===== config.mk =====
export PLATFORM = sky130hd
export DESIGN_NAME = rx_dip4_align_mon
export DESIGN_NICKNAME = d
export VERILOG_FILES = /design/src/rtl/rx_align_pkg.sv /design/src/rtl/rx_train_hunt.sv /design/src/rtl/rx_dip4_check.sv /design/src/rtl/rx_dip4_errmon.sv /design/src/rtl/rx_dip4_align_mon.sv
export SDC_FILE = /design/constraint.sdc
export NUM_CORES = 1
export LEC_CHECK = 0
export ABC_CLOCK_PERIOD_IN_PS = 4400
export BUFFER_PORTS_ARGS = -buffer_cell sky130_fd_sc_hd__buf_2
export CAP_MARGIN = 20
export CORE_UTILIZATION = 54
export DETAILED_ROUTE_END_ITERATION = 12
export MAX_ROUTING_LAYER = met4
export PLACE_DENSITY = 0.82
export SYNTH_ARGS = -nofsm -noshare
export SYNTH_HDL_FRONTEND = slang
export SYNTH_SLANG_ARGS = --single-unit
export TNS_END_PERCENT = 1

===== constraint.sdc =====
create_clock -name clk -period 4.4 [get_ports clk]
set_input_delay 0.88 -clock clk [delete_from_list [all_inputs] [get_ports clk]]
set_output_delay 0.88 -clock clk [all_outputs]
set_load 0.03 [all_outputs]

===== src/rtl/rx_align_pkg.sv =====
// Package: shared constants, state type and helpers for the DIP-4 monitor.
// Assumes 16-bit link words carrying a 4-bit check field in bits 3:0.
package rx_align_pkg;
    localparam int WORD_W = 16;
    localparam int DIP_W  = 4;
    localparam int FOLDS  = WORD_W / DIP_W;
    localparam logic [WORD_W-1:0] TRAIN_CTL = 16'h0FFF;
    localparam logic [WORD_W-1:0] TRAIN_DAT = 16'hF000;

    typedef enum logic [1:0] {
        ST_HUNT,
        ST_IDLE,
        ST_TCTL,
        ST_LOCK
    } hunt_st_e;

    // One-bit left rotation used by the diagonal parity.
    function automatic logic [WORD_W-1:0] rotl1(input logic [WORD_W-1:0] a);
        return {a[WORD_W-2:0], a[WORD_W-1]};
    endfunction
endpackage


===== src/rtl/rx_train_hunt.sv =====
// Training search: hunts for idle, training control, training data and then
// holds lock until deskew is lost or the error monitor reports a drop.
// Assumes one word per clock.
module rx_train_hunt
    import rx_align_pkg::*;
(
    input  logic              clk,
    input  logic              rst_n,
    input  logic              deskew_i,
    input  logic              ctrl_i,
    input  logic [WORD_W-1:0] word_i,
    input  logic              drop_i,
    output logic              locked_o
);
    hunt_st_e state_q, state_d;
    logic is_idle, is_tctl, is_tdat;

    // Classify the current word.
    always_comb begin
        is_idle = ctrl_i && (word_i[WORD_W-1:DIP_W] == '0);
        is_tctl = ctrl_i && (word_i == TRAIN_CTL);
        is_tdat = !ctrl_i && (word_i == TRAIN_DAT);
    end

    // Next state of the training search.
    always_comb begin
        state_d = state_q;
        if (!deskew_i || drop_i) begin
            state_d = ST_HUNT;
        end else begin
            case (state_q)
                ST_HUNT: if (is_idle) state_d = ST_IDLE;
                ST_IDLE: begin
                    if (is_tctl)       state_d = ST_TCTL;
                    else if (!is_idle) state_d = ST_HUNT;
                end
                ST_TCTL: state_d = is_tdat ? ST_LOCK : (is_idle ? ST_IDLE : ST_HUNT);
                default: state_d = ST_LOCK;
            endcase
        end
    end

    // State register.
    always_ff @(posedge clk) begin
        if (!rst_n) state_q <= ST_HUNT;
        else        state_q <= state_d;
    end

    assign locked_o = (state_q == ST_LOCK);


    lock_entry_chk: assert property (@(posedge clk) disable iff (!rst_n)
        $rose(locked_o) |-> $past(state_q == ST_TCTL));


    deskew_drop_chk: assert property (@(posedge clk) disable iff (!rst_n)
        !deskew_i |=> !locked_o);
endmodule


===== src/rtl/rx_dip4_check.sv =====
// Diagonal interleaved parity: accumulates words between control words and
// compares the folded result with the check field of the closing control word.
// Assumes the check field sits in the low DIP_W bits of a control word.
module rx_dip4_check
    import rx_align_pkg::*;
(
    input  logic              clk,
    input  logic              rst_n,
    input  logic              ctrl_i,
    input  logic [WORD_W-1:0] word_i,
    output logic              good_o
);
    logic [WORD_W-1:0] acc_q, fin;
    logic [DIP_W-1:0]  expect_dip;

    // Fold the closing word, with its check field zeroed, into the running value.
    always_comb begin
        fin = rotl1(acc_q) ^ {word_i[WORD_W-1:DIP_W], {DIP_W{1'b0}}};
        expect_dip = '0;
        for (int k = 0; k < FOLDS; k++) begin
            expect_dip = expect_dip ^ fin[k*DIP_W +: DIP_W];
        end
        good_o = (expect_dip == word_i[DIP_W-1:0]);
    end

    // Running accumulator, restarted by every control word.
    always_ff @(posedge clk) begin
        if (!rst_n || ctrl_i) acc_q <= '0;
        else                  acc_q <= rotl1(acc_q) ^ word_i;
    end


    acc_restart_chk: assert property (@(posedge clk) disable iff (!rst_n)
        ctrl_i |=> acc_q == '0);
endmodule


===== src/rtl/rx_dip4_errmon.sv =====
// Error monitor: counts consecutive failed checks, owns the sync flag and the
// sticky loss latch. Assumes err_thr_i changes only while no failures are counted.
module rx_dip4_errmon #(
    parameter int TH_W = 4
) (
    input  logic            clk,
    input  logic            rst_n,
    input  logic            deskew_i,
    input  logic            chk_en_i,
    input  logic            chk_good_i,
    input  logic [TH_W-1:0] thr_i,
    input  logic            clr_i,
    output logic            drop_o,
    output logic            sync_o,
    output logic            trip_o
);
    logic [TH_W-1:0] cnt_q;
    logic [TH_W:0]   cnt_inc;
    logic            sync_q, trip_q, lose;

    // Detect a failure run that goes past the threshold.
    always_comb begin
        cnt_inc = {1'b0, cnt_q} + 1'b1;
        drop_o  = chk_en_i && !chk_good_i && (cnt_inc > {1'b0, thr_i});
        lose    = drop_o || !deskew_i;
    end

    // Failure counter and sync flag.
    always_ff @(posedge clk) begin
        if (!rst_n) begin
            cnt_q  <= '0;
            sync_q <= 1'b0;
        end else if (lose) begin
            cnt_q  <= '0;
            sync_q <= 1'b0;
        end else if (chk_en_i) begin
            if (chk_good_i) begin
                cnt_q  <= '0;
                sync_q <= 1'b1;
            end else begin
                cnt_q <= cnt_inc[TH_W-1:0];
            end
        end
    end

    // Sticky latch of a loss of sync; a set wins over a clear.
    always_ff @(posedge clk) begin
        if (!rst_n)              trip_q <= 1'b0;
        else if (lose && sync_q) trip_q <= 1'b1;
        else if (clr_i)          trip_q <= 1'b0;
    end

    assign sync_o = sync_q;
    assign trip_o = trip_q;


    sync_cause_chk: assert property (@(posedge clk) disable iff (!rst_n)
        $rose(sync_q) |-> $past(chk_en_i && chk_good_i));


    cnt_bound_chk: assert property (@(posedge clk) disable iff (!rst_n)
        $stable(thr_i) |-> cnt_q <= thr_i);


    cnt_clear_chk: assert property (@(posedge clk) disable iff (!rst_n)
        chk_en_i && chk_good_i |=> cnt_q == '0);


    trip_hold_chk: assert property (@(posedge clk) disable iff (!rst_n)
        $past(trip_q) && !$past(clr_i) |-> trip_q);


    trip_cause_chk: assert property (@(posedge clk) disable iff (!rst_n)
        $rose(trip_q) |-> $past(sync_q));
endmodule


===== src/rtl/rx_dip4_align_mon.sv =====
// Top: receive alignment monitor. Hunts for training, then checks DIP-4 on
// every non-training control word and reports sync and active-low alignment.
// Assumes one deskewed word per clock.
module rx_dip4_align_mon
    import rx_align_pkg::*;
#(
    parameter int TH_W = 4
) (
    input  logic              clk,
    input  logic              rst_n,
    input  logic              deskew_done_i,
    input  logic              ctrl_i,
    input  logic [WORD_W-1:0] word_i,
    input  logic [TH_W-1:0]   err_thr_i,
    input  logic              align_clr_i,
    output logic              align_off_o,
    output logic              sync_o
);
    logic locked, good, chk_en, drop, sync_w, trip_w;

    rx_train_hunt u_hunt (
        .clk      (clk),
        .rst_n    (rst_n),
        .deskew_i (deskew_done_i),
        .ctrl_i   (ctrl_i),
        .word_i   (word_i),
        .drop_i   (drop),
        .locked_o (locked)
    );

    rx_dip4_check u_dip (
        .clk    (clk),
        .rst_n  (rst_n),
        .ctrl_i (ctrl_i),
        .word_i (word_i),
        .good_o (good)
    );

    // Check only while locked, and never on the training control word.
    assign chk_en = locked && ctrl_i && (word_i != TRAIN_CTL);

    rx_dip4_errmon #(.TH_W(TH_W)) u_mon (
        .clk        (clk),
        .rst_n      (rst_n),
        .deskew_i   (deskew_done_i),
        .chk_en_i   (chk_en),
        .chk_good_i (good),
        .thr_i      (err_thr_i),
        .clr_i      (align_clr_i),
        .drop_o     (drop),
        .sync_o     (sync_w),
        .trip_o     (trip_w)
    );

    assign sync_o      = sync_w;
    assign align_off_o = !sync_w || trip_w;


    sync_needs_lock_chk: assert property (@(posedge clk) disable iff (!rst_n)
        sync_o |-> locked);


    drop_unsync_chk: assert property (@(posedge clk) disable iff (!rst_n)
        drop |=> !sync_o && !locked);
endmodule


==> metrics.txt, run 1 <==
area share of the largest cell type after synthesis=0.392; post-synthesis average cell area=roughly 9.4 um^2; effective utilization at floorplan=0.600; Async SR Flop Fraction=0; vias per cell=between 5 and 6; Static Leak=approximately 0.56 nW; Crit path required time=4.64 ns; crit-path max cell delay=0.32 ns; post-route clock skew=between 0.002 and 0.0025 ns; cell taking the most area after synthesis=dfxtp_1; core area=roughly 2000 um^2; Max IR drop VDD=0.313 mV; CTS resizes=0; area delta synth->final=17.3%; Hold/Removal Path Class=reg -> reg; Setup-failing EPs final=0; Total Wirelength=around 2.6 mm; Hold Fails Final Rpt=0; GR Layer Usage met2=0.426; crit start category=input pin; Slowest cell on crit path=xnor2_1; I/O pins=27; # hold bufs at CTS=0; #FFs+latches synth=24; Initial DRT Pass Iterations=4; GR Overflow Total=0; RePlAce Congestion=0.885; routed len/inst=roughly 14 um; FP Rows=16; Syn Nets=161; Worst Path Max Fanout=6; Post-synth EDFFs=0; Final Cycle Share=0.502; root buf cell=clkbuf_4; Post-CTS Setup Repair Bufs=0; vias in the first global route=around 1000; pre-CTS WS=between 1.5 and 2 ns; P per Cell Area=about 330 nW/um^2; synthesis warning total=0; GR met1 Demand/Resource=0.282; worst rel slew slack=0.598; Max Slew Vio Count=0; Die Ht=between 40 and 50 um; most common cell after layout, fill and taps aside=buf_2; Setup crit end kind=register; Syn Inst Count=~130; Worst-path clk slew=between 0.1 and 0.15 ns; Worst Path Arrival=between 2 and 2.5 ns; post-route ant nets=0; Synth cell types=32; CTS sink cnt=24; TritonCTS clock tree=done; setup ws final=2.19 ns; Critical Path Most Common Cell=xnor2_1; diode count=0; Die Area=approximately 2500 um^2; register area share after synthesis=0.392; clk_lat worst skew=~0.32 ns; GRT Max-Usage Layer=met2; met3 GRT Util=0.0710; main flop type after synthesis=dfxtp_1; setup TNS=0 ns; NumNets Final=approximately 190; Area contributors post-synth=dfxtp_1 (39%), xnor2_1 (18%), nor2_1 (5.5%); largest net degree at the start of global routing=17; max-cap violations=0; critical path class=in -> reg; H-tree depth reported by CTS=1; CP Cell Sequence=buf_2, xnor2_1, xor2_1, xnor2_1, nand4_2, nor3b_4, nor4_2; maximum clock rate=~450 MHz; Mapped Area=approximately 1200 um^2; hpwl dp=approximately 2.1 mm; outcome=completed; First DRT Iteration DRCs=29; die width=between 40 and 50 um; IO buf count=26; most frequent cells in the layout=buf_2 (26), xnor2_1 (25), dfxtp_1 (24); Vias=between 1000 and 1500; CTS Buffer Depth=2; Tmin final=2.21 ns; CTS buffer count=3; antenna violations before repair=0; Overall Power=0.000477 W; Tot GR Track Use=0.247; Tightest Pin Transition=0.598 ns; # DRC=0; first-pass GRT wire length=4.40 mm; RSZ-0062 raised after global routing=no; reg2reg setup slack=~2.3 ns; share of cells above drive strength 1=0.213
worst max-delay path: cells and delay by family:
kind / cells / cell delay, ns
xor gates and xnor gates: 3 / 0.74
and+or+nand+nor: 3 / 0.72
buffers and inverters: 1 / 0.12
cell families (layout without fill, tap and decap cells):
| logic type | count (synthesis) | in the layout | synth area share |
|---|---|---|---|
| buffers and inverters | 4 | 33 | 0.0122 |
| AO/OA/AOI/OAI | 16 | 16 | 0.0898 |
| AND/OR/NAND/NOR | 52 | 52 | 0.241 |
| XOR/XNOR | 30 | 30 | 0.214 |
| flip-flops | 24 | 24 | 0.392 |
| adder cells (fa/ha/maj) | 5 | 5 | 0.0510 |
metrics by stage:
step           hold slack, ns  utilization  instance area [um^2]  cells
3_3_place_gp            0.500        0.679                  1390    183
5_1_grt                 0.555        0.705                  1440    187
3_5_place_dp            0.511        0.679                  1390    183
6_report                0.528        0.705                  1440    187
4_1_cts                 0.531        0.705                  1440    187
2_1_floorplan           0.477            -                  1230    131
cell type report:
class | instances | area, um^2
clock buffer | 3 | 22.5
clock inverter | 1 | 30.0
fill | 165 | 603
inverter | 3 | 11.3
multi-input combinational | 103 | 731
sequential | 24 | 480
tap | 27 | 33.8
timing repair buffer | 26 | 130
registers in the layout, indices dropped and copies added, names as in the netlist:
register and flops:
u_dip.acc_q 16, u_hunt.state_q 2, u_mon.cnt_q 4, u_mon.sync_o 1, u_mon.trip_o 1
cells in the mapped netlist (all sizes together), types with 2 or more instances:
| master | n |
|---|---|
| ha | 5 |
| o21ai | 2 |
| nand2b | 3 |
| xnor2 | 25 |
| xor2 | 5 |
| nand3 | 3 |
| o211ai | 2 |
| nand4 | 5 |
| nor2 | 18 |
| nor3 | 3 |
| nor4 | 3 |
| a32oi | 2 |
| nor3b | 2 |
| dfxtp | 24 |
| inv | 3 |
| a21oi | 6 |
| nand2 | 4 |
| nor2b | 5 |
| or4 | 2 |
worst paths after layout:
| path | depth (start not counted) | start | endpoint |
|---|---|---|---|
| max | 7 | word_i[6] | u_hunt.state_q[1] |
| min | 2 | u_mon.sync_o | u_mon.sync_o |
| max reg2reg | 8 | u_mon.cnt_q[2] | u_mon.trip_o |
| min reg2reg | 2 | u_mon.sync_o | u_mon.sync_o |
where the power goes:
group / total, W / switching, W / internal [W]
Clock: 0.000159 / 0.0000665 / 0.0000922
Sequential: 0.000229 / 0.00000364 / 0.000225
Combinational: 0.0000897 / 0.0000477 / 0.0000421
routing by layer:
metal	vias up	wire length [um]
li1	513	-
met1	493	1140
met2	36	1300
met3	4	178
met4	0	21
met5	-	0
No activity file was read; power rests on OpenSTA's default activity.
==> run 2, diff against run 1 <==
Settings changed: ABC_CLOCK_PERIOD_IN_PS 4400 to 2070, CORE_UTILIZATION 54 to 52, PLACE_DENSITY 0.82 to 0.8.
Clock period 4.4 ns to 2.07 ns, I/O delays scaled along.
==> run 2 against run 1 <==
  * Worst hold slack got worse by 0.19 ns
  * Via count rose by 0.19%
  * Clock power rose by 110%
  * Clock-buffer cell count did not move
  * Clock skew barely moved
  * Non-clock buffer count rose by 4
  * First-iteration DRC count fell by 34%
  * Utilization fell by 2.8 points
  * Power rose by 110%
  * Critical path depth rose by 1
==> metrics.txt, run 2 (synthesis gave the netlist of run 1 again) <==
outcome=completed; Worst Path Max Fanout=5 (-1); H-tree depth reported by CTS=1 (unchanged); area delta synth->final=22.0%; RSZ-0062 raised after global routing=yes; Die Area=2560 um^2 (+3.7%); Hold Fails Final Rpt=0 (unchanged); Max Slew Vio Count=0 (unchanged); Layout fillers=193 (+17%); antenna violations before repair=0 (unchanged); Initial DRT Pass Iterations=4 (unchanged); vias in the first global route=991 (-3.8%); Hold/Removal Path Class=in -> reg; maximum clock rate=503 MHz; IO buf count=26 (unchanged); root buf cell=clkbuf_4; max FFs per register=16 (unchanged); setup ws final=0.0836 ns (-2.11 ns); core area=2210 um^2 (+8.3%); largest net degree at the start of global routing=17 (unchanged); First DRT Iteration DRCs=19 (-34%); clock power share=0.335 (+0.002); diode count=0 (unchanged); final core utilization=0.676 (-0.0282); max-cap violations=0 (unchanged); effective utilization at floorplan=0.554 (-0.0462); Setup-failing EPs final=0 (unchanged); # DRC=0 (unchanged); Crit path required time=2.33 ns (-2.31 ns); die width=50.6 um (+1.8%); GR Overflow Total=0 (unchanged); vias per cell=5.46 (-2.4%); pre-CTS WS=-0.0129 ns (-1.94 ns); routed len/inst=13.5 um (-4.1%); Most flops, register=u_dip.acc_q; Tot GR Track Use=0.228 (-0.0191); Final Cycle Share=0.960; Max IR drop VDD=0.643 mV (+110%); Tightest Pin Transition=0.559 ns (-0.0385 ns); RePlAce Congestion=0.815 (-7.9%); Regs by FF count=u_dip.acc_q: 16 flops, u_mon.cnt_q: 4 flops, u_hunt.state_q: 2 flops; most frequent cells in the layout=buf_2 (26), xnor2_1 (24), dfxtp_1 (22); CTS Buffer Depth=2 (unchanged); I/O pins=27 (unchanged); Sw Ratio=0.248 (+0.00121); worst hold slack=0.343 ns (-0.185 ns); Die Ht=50.6 um (+1.8%); first-pass GRT wire length=4.21 mm (-4.2%); NumNets Final=195 (+2.1%); TritonCTS clock tree=done; Tmin final=1.99 ns; combinational share of power=0.187 (about the same); CTS buffer count=3 (unchanged); most common cell after layout, fill and taps aside=buf_2; Setup crit end kind=register; Vias=1048 (+0.19%); Total Wirelength=2.60 mm (-1.6%); hpwl dp=2.05 mm (-1.2%); CTS sink cnt=24 (unchanged); worst rel slew slack=0.627 (+0.0293); Net Switching=0.000252 W (+110%); Post-CTS Setup Repair Bufs=0 (unchanged); Worst Path Arrival=2.25 ns (-0.20 ns); P per Cell Area=679 nW/um^2 (+100%); clk_lat worst skew=0.32 ns (about the same); Internal Power=0.000763 W (+110%); critical path class=reg -> reg; Static Leak=0.593 nW (+5.9%); FP Rows=17 (+1); post-route ant nets=0 (unchanged); post-route clock skew=0.00162 ns (-0.000418 ns); Worst-path clk slew=0.13 ns (about the same); sequential cell fraction of total power=0.478 (about the same); share of cells above drive strength 1=0.274 (+0.0619); crit start category=register
-- run 2: cell count changes in the layout (fill, tap and decap cells not counted), sizes merged --
cell / before / now
buf: 26 / 30
-- run 2: worst paths after layout --
path	from	endpoint	slack, ns	cells after the start
min reg2reg	u_mon.cnt_q[0]	u_mon.cnt_q[0]	0.51	2
max reg2reg	u_mon.cnt_q[0]	u_mon.cnt_q[3]	0.08	8
max	u_mon.cnt_q[0]	u_mon.cnt_q[3]	0.08	8
min	rst_n	u_mon.trip_o	0.34	2
-- run 2: worst max-delay path, stage by stage, from the launching register on --
cell and delay (ns):
dfxtp_4 0.38, ha_2 0.29, ha_1 0.28, nor2b_1 0.13
o211ai_1 0.18, a21oi_2 0.10, nor3_2 0.28, a32oi_1 0.17
nor2_1 0.12
-- run 2: power by group through the flow --
| stage | Sequential, W | Clock [W] | Combinational, W |
|---|---|---|---|
| 3_5_place_dp | 0.000496 | 0 | 0.000189 |
| 3_3_place_gp | 0.000496 | 0 | 0.000181 |
| 6_report | 0.000485 | 0.000340 | 0.000190 |
| 5_1_grt | 0.000487 | 0.000366 | 0.000206 |
| 2_1_floorplan | 0.000495 | 0 | 0.000130 |
| 4_1_cts | 0.000486 | 0.000347 | 0.000190 |
-- run 2: timing repair --
action	in CTS	in global routing
gates resized for setup	2	6
endpoints found under the hold margin	0	0
hold buffers	0	0
pin swaps	0	2
setup endpoints to repair	3	6
-- run 2: routing by layer --
layer / GRT usage / up-vias / share of wire / wire (um)
li1: - / 525 / - / -
met1: 0.264 / 485 / 0.45 / 1160
met2: 0.384 / 34 / 0.49 / 1280
met3: 0.0636 / 4 / 0.052 / 134
met4: 0.0602 / 0 / 0.011 / 28
met5: - / - / 0 / 0
-- run 2: stage by stage --
stage | TNS, ns | power (W) | instances | area, um^2
2_1_floorplan | 0 | 0.000625 | 131 | 1230
3_3_place_gp | 0 | 0.000677 | 188 | 1420
3_5_place_dp | -0.0129 | 0.000685 | 188 | 1420
4_1_cts | 0 | 0.00102 | 192 | 1470
5_1_grt | -0.0633 | 0.00106 | 192 | 1500
6_report | 0 | 0.00102 | 192 | 1500
-- run 2: cell type report --
type,count,area [um^2],share of cell area
multi-input combinational,103,752,0.503
sequential,24,485,0.324
timing repair buffer,30,160,0.107
tap,28,35.0,0.0234
clock inverter,1,30.0,0.0201
clock buffer,3,22.5,0.0151
inverter,3,11.3,0.00753
